**src/rtl/v5_oh_pkg.sv**
```systemverilog
package v5_oh_pkg;
   localparam int unsigned V5_BYTE_W   = 8;
   localparam int unsigned V5_BIP_W    = 2;
   localparam int unsigned V5_LBL_W    = 3;
   localparam int unsigned V5_N_DEF    = 4;
   localparam logic [V5_LBL_W-1:0] V5_LBL_ASYNC = 3'b010;
   localparam logic [V5_LBL_W-1:0] V5_LBL_UNEQ  = 3'b000;
   // remote defect flag positions
   localparam int unsigned DEF_AIS  = 0;
   localparam int unsigned DEF_LOP  = 1;
   localparam int unsigned DEF_TIM  = 2;
   localparam int unsigned DEF_UNEQ = 3;
endpackage

```
**src/rtl/v5_oh_bip.sv**
```systemverilog
module v5_oh_bip #(
   parameter int unsigned DATA_W = 8,
   parameter int unsigned LANES  = 2
) (
   input  logic              clk,
   input  logic              rst_n,
   input  logic              boundary,
   input  logic              byte_vld,
   input  logic [DATA_W-1:0] byte_d,
   output logic [LANES-1:0]  bip
);
   logic [DATA_W-1:0] acc_q;

   // running XOR of every byte; the boundary byte opens the new frame
   always_ff @(posedge clk) begin
      if (!rst_n)
         acc_q <= '0;
      else if (boundary)
         acc_q <= byte_vld ? byte_d : '0;
      else if (byte_vld)
         acc_q <= acc_q ^ byte_d;
   end

   // lane l covers the bits whose MSB-first position index mod LANES is l
   generate
      for (genvar l = 0; l < int'(LANES); l++) begin : g_lane
         logic par;
         always_comb begin
            par = 1'b0;
            for (int i = 0; i < int'(DATA_W); i++) begin
               if (((int'(DATA_W) - 1 - i) % int'(LANES)) == l)
                  par = par ^ acc_q[i];
            end
         end
         assign bip[int'(LANES) - 1 - l] = par;
      end
   endgenerate
endmodule

```
**src/rtl/v5_oh_alarm.sv**
```systemverilog
module v5_oh_alarm #(
   parameter int unsigned N_IN = 1
) (
   input  logic            en,
   input  logic            frc,
   input  logic [N_IN-1:0] flags,
   output logic            ind
);
   assign ind = frc | (en & (|flags));
endmodule

```
**src/rtl/v5_oh_gen.sv**
```systemverilog
module v5_oh_gen #(
   parameter int unsigned BYTE_W = v5_oh_pkg::V5_BYTE_W,
   parameter int unsigned BIP_W  = v5_oh_pkg::V5_BIP_W,
   parameter int unsigned LBL_W  = v5_oh_pkg::V5_LBL_W,
   parameter int unsigned N_DEF  = v5_oh_pkg::V5_N_DEF,
   parameter logic [LBL_W-1:0] LBL_RST = v5_oh_pkg::V5_LBL_ASYNC
) (
   input  logic              clk,
   input  logic              rst_n,
   input  logic              mf_tick,
   input  logic              vc_vld,
   input  logic [BYTE_W-1:0] vc_byte,
   input  logic [N_DEF-1:0]  rem_defect,
   input  logic              rem_err,
   input  logic              cfg_rdi_en,
   input  logic              cfg_rdi_frc,
   input  logic              cfg_rei_en,
   input  logic              cfg_rei_frc,
   input  logic              cfg_rfi,
   input  logic [LBL_W-1:0]  cfg_label,
   input  logic              cfg_uneq_sup,
   output logic [BYTE_W-1:0] v5_byte,
   output logic              zero_payload,
   output logic              zero_j2
);
   localparam int unsigned POS_RDI    = 0;
   localparam int unsigned POS_LBL_LO = 1;
   localparam int unsigned POS_RFI    = LBL_W + 1;
   localparam int unsigned POS_REI    = LBL_W + 2;
   localparam int unsigned FIELD_W    = BIP_W + LBL_W + 3;
   localparam logic [BYTE_W-1:0] V5_RST =
      {{(BYTE_W-LBL_W-1){1'b0}}, LBL_RST, 1'b0};

   generate
      if (FIELD_W != BYTE_W) begin : g_bad_layout
         $error("V5 fields do not fill the byte");
      end
      if ((BYTE_W % BIP_W) != 0) begin : g_bad_bip
         $error("parity lanes must divide the byte width");
      end
      if (N_DEF == 0) begin : g_bad_def
         $error("at least one remote defect flag is needed");
      end
   endgenerate

   logic [BIP_W-1:0]  bip_w;
   logic              rdi_w;
   logic              rei_w;
   logic              uneq_w;
   logic [BYTE_W-1:0] v5_next;
   logic [BYTE_W-1:0] v5_q;
   logic              zp_q;
   logic              zj_q;

   v5_oh_bip #(.DATA_W(BYTE_W), .LANES(BIP_W)) u_bip (
      .clk      (clk),
      .rst_n    (rst_n),
      .boundary (mf_tick),
      .byte_vld (vc_vld),
      .byte_d   (vc_byte),
      .bip      (bip_w)
   );

   v5_oh_alarm #(.N_IN(N_DEF)) u_rdi (
      .en    (cfg_rdi_en),
      .frc   (cfg_rdi_frc),
      .flags (rem_defect),
      .ind   (rdi_w)
   );

   v5_oh_alarm #(.N_IN(1)) u_rei (
      .en    (cfg_rei_en),
      .frc   (cfg_rei_frc),
      .flags (rem_err),
      .ind   (rei_w)
   );

   assign uneq_w = (cfg_label == v5_oh_pkg::V5_LBL_UNEQ);

   always_comb begin
      v5_next = '0;
      v5_next[BYTE_W-1 -: BIP_W] = bip_w;
      if (!uneq_w || cfg_uneq_sup) begin
         v5_next[POS_REI] = rei_w;
         v5_next[POS_RDI] = rdi_w;
      end
      if (!uneq_w) begin
         v5_next[POS_RFI] = cfg_rfi;
         v5_next[POS_LBL_LO +: LBL_W] = cfg_label;
      end
   end

   always_ff @(posedge clk) begin
      if (!rst_n) begin
         v5_q <= V5_RST;
         zp_q <= 1'b0;
         zj_q <= 1'b0;
      end else if (mf_tick) begin
         v5_q <= v5_next;
         zp_q <= uneq_w;
         zj_q <= uneq_w & ~cfg_uneq_sup;
      end
   end

   assign v5_byte      = v5_q;
   assign zero_payload = zp_q;
   assign zero_j2      = zj_q;
endmodule

```
**config.mk**
```make
export PLATFORM = sky130hd
export DESIGN_NAME = v5_oh_gen
export DESIGN_NICKNAME = d
export VERILOG_FILES = /design/src/rtl/v5_oh_pkg.sv /design/src/rtl/v5_oh_bip.sv /design/src/rtl/v5_oh_alarm.sv /design/src/rtl/v5_oh_gen.sv
export SDC_FILE = /design/constraint.sdc
export NUM_CORES = 1
export LEC_CHECK = 0
export ABC_CLOCK_PERIOD_IN_PS = 1200
export BUFFER_PORTS_ARGS = -buffer_cell sky130_fd_sc_hd__buf_2
export CORE_AREA = 2 2 47 49
export DETAILED_ROUTE_END_ITERATION = 12
export DIE_AREA = 0 0 49 51
export PLACE_DENSITY = 0.72
export SETUP_SLACK_MARGIN = 0.15
export SLEW_MARGIN = 20
export SYNTH_ARGS = -nofsm -noshare
export SYNTH_HDL_FRONTEND = slang
export SYNTH_SLANG_ARGS = --single-unit
```
**constraint.sdc**
```tcl
create_clock -name clk -period 1.2 [get_ports clk]
set_clock_uncertainty 0.2 [all_clocks]
set_input_delay 0.24 -clock clk [delete_from_list [all_inputs] [get_ports clk]]
set_output_delay 0.24 -clock clk [all_outputs]
set_load 0.005 [all_outputs]
```
==> qor.yml <==
synth.net_count: 113
cts.sinks: 18
r2r_start: "u_bip.acc_q[3]$_SDFFE_PN0P_"
r2r_slack_ps: 160
rows: 17
layout-drive-gt1-share_pct: 57.8
seq_area_sq_um: 383
grt_pass1_wl_microns: 2690
htreeDepth: 1
ant_nets: 0
ys_types: 20
holdPathStages: 3
finalCriticalPeriod_ps: 1170
dp_hpwl_microns: 1160
critPathTopFamily: "flip-flops"
n_antenna_cell: 0
slew_viol_final: 0
slowest_stage: "dfxtp_2"
syn_avg_cell_area_sq_um: 9.45
drt_iter0_markers: 2
pin_count: 36
netlist_area_sq_um: 822
drv_cap: 0
antenna_found_initial: 0
grt_usage_pct: 14.0
power_density_nw_per_um2: 1000
clock_tree.buffer_depth: 2
area_growth_pct: 46.3
die_y_microns: 51
die_area_sq_um: 2500
finalSetupViolCount: 0
utilization_pct: 58.3
timing.rr.end: "u_bip.acc_q[3]$_SDFFE_PN0P_"
ys_ff_latch: 18
rsz0062_at_grt: "true"
drc: 0
cellLeakagePower_nw: 0.519
ctsRootBufferMaster: "clkbuf_4"
vias_per_cell: 4.54
synth_sequential_area_ratio_pct: 43.8
worst_pin_slew_ps: 263
layout.nets: 156
ir_drop_mv: 0.572
setup_tns_ps: 0
finalWirelength_microns: 1610
synth_top_area_share_pct: 43.8
first_pass_iters: 3
fp.dieW_microns: 49
hold_class: "in -> reg"
cp_max_fo: 2
synth_cells: 87
clk_pin_slew_worst_paths_ps: 90
wl_per_cell_microns: 10.3
yosys_warnings: 0
path_buf_inv: 1
cts_tree: "yes"
multiInputGateArea_sq_um: 519
slew_headroom_pct: 82.5
synthTopCellsByArea: "dfxtp_1 44%, xnor2_1 15%, nor2b_1 9.9%, and2_1 6.1%, mux2i_1 4.9%"
hold_viol: 0
critPathCaptureType: "output port"
period_share_pct: 97.5
overflow: 0
worstHoldStart: "cfg_rfi"
worstPathRequired_ps: 760
reg2reg_depth: 3
path_cells: "buf_2"
grt_max_degree: 19
max_freq_mhz: 854
critPathLaunchType: "flip-flop"
core_sq_um: 2060
synth_top_cell_by_area: "dfxtp_1"
start_util_pct: 39.8
max_stage_delay_ps: 330
cts_hold_buf: 0
min_to: "v5_byte[4]$_SDFFE_PN0P_"
cts_buffers: 3
io_buffers: 35
gp_congestion: 0.732
status: "finished, final reports clean"
n_fill_cell: 187
critPathArrivalTime_ps: 730
via_count: 708
grt_pass1_vias: 682
clk_latency_ps: 280
path_class: "reg -> out"
-- cell type report --
class / count / share of cell area, %
multi-input combinational: 65 / 43.2
sequential: 18 / 31.8
timing repair buffer: 42 / 20.2
tap: 28 / 2.91
clock buffer: 3 / 1.87
-- synth_stat cells --
master / number
a21boi_0: 1
buf_6: 1
dfxtp_1: 18
nand2_1: 9
a21boi_1: 1
o41a_1: 2
nand2b_1: 2
o21ai_0: 4
nor2b_1: 13
clkbuf_2: 1
a21oi_1: 3
mux2i_1: 4
nand3b_1: 1
buf_2: 1
nor3_1: 1
xnor2_1: 14
nor2_1: 1
and2_1: 8
clkbuf_1: 1
a21o_1: 1
-- what timing repair did --
item                       in CTS  in global routing
hold endpoints to repair        0                  0
setup buffers                   1                  0
resized for setup              12                 29
pin swaps                       0                 11
setup endpoints to repair      12                 20
-- worst max path at each step --
| stage | start | to | slack (ps) | cells after the start |
|---|---|---|---|---|
| final | v5_byte[2]$_SDFFE_PN1P_ | v5_byte[2] | 30 | 1 |
| after global routing | v5_byte[2]$_SDFFE_PN1P_ | v5_byte[2] | -10 | 1 |
| after CTS | v5_byte[2]$_SDFFE_PN1P_ | v5_byte[2] | 20 | 1 |
| after detailed placement | cfg_label[0] | v5_byte[5]$_SDFFE_PN0P_ | -100 | 4 |
| after global placement | cfg_label[0] | v5_byte[5]$_SDFFE_PN0P_ | -100 | 4 |
| after floorplan | cfg_label[0] | v5_byte[5]$_SDFFE_PN0P_ | 50 | 3 |
-- worst reg2reg max path, cell delays in order, from the launching register on --
cell and delay (ps):
dfxtp_2 340, nor2b_4 120, xnor2_1 120, and2_1 160
-- power by group --
| part | total [mW] | internal, mW | switching (mW) |
|---|---|---|---|
| combinational | 0.252 | 0.155 | 0.0971 |
| sequential | 0.668 | 0.643 | 0.0254 |
| clock | 0.282 | 0.116 | 0.165 |
-- registers in the layout, indices dropped and copies added, names as in the netlist --
| signal | cells |
|---|---|
| u_bip.acc_q | 8 |
| v5_byte | 8 |
| zero_payload | 1 |
| zero_j2 | 1 |
-- cells by family (layout without fill, tap and decap cells) --
family	Yosys count	in the layout	share of synthesized area [%]
AO/OA/AOI/OAI	12	12	9.74
XOR/XNOR	14	14	14.9
buffers and inverters	4	45	3.04
flip-flops	18	18	43.8
multiplexers	4	4	4.87
AND/OR/NAND/NOR	35	35	23.6
-- routing by layer --
metal | vias up | routed length [microns] | track usage, %
met5 | - | 0 | 0
met4 | 0 | 23 | 8.57
met3 | 4 | 115 | 2.92
met2 | 33 | 721 | 23.3
met1 | 306 | 751 | 16.7
li1 | 365 | - | -
-- cell usage in the layout (no fill, tap or decap), drive strengths merged, types with 2 or more instances in the layout --
cell type / n
o21ai: 4
dfxtp: 18
buf: 42
clkbuf: 3
a21oi: 3
nand2: 9
nand2b: 2
and2: 8
nor2b: 13
o41a: 2
xnor2: 14
a21boi: 2
mux2i: 4
-- through the flow --
stage	worst slack, ps	cell area, sq um	power (mW)	hold WS [ps]	cells
after floorplan	51.1	822	0.795	168	87
after global placement	-96.8	1050	0.882	251	152
after detailed placement	-103	1050	0.888	263	152
after CTS	19.4	1110	1.18	10.5	156
after global routing	-13.0	1200	1.29	20.1	156
final	29.5	1200	1.20	22.2	156
Note: power is estimated with default switching activity, not from simulation.
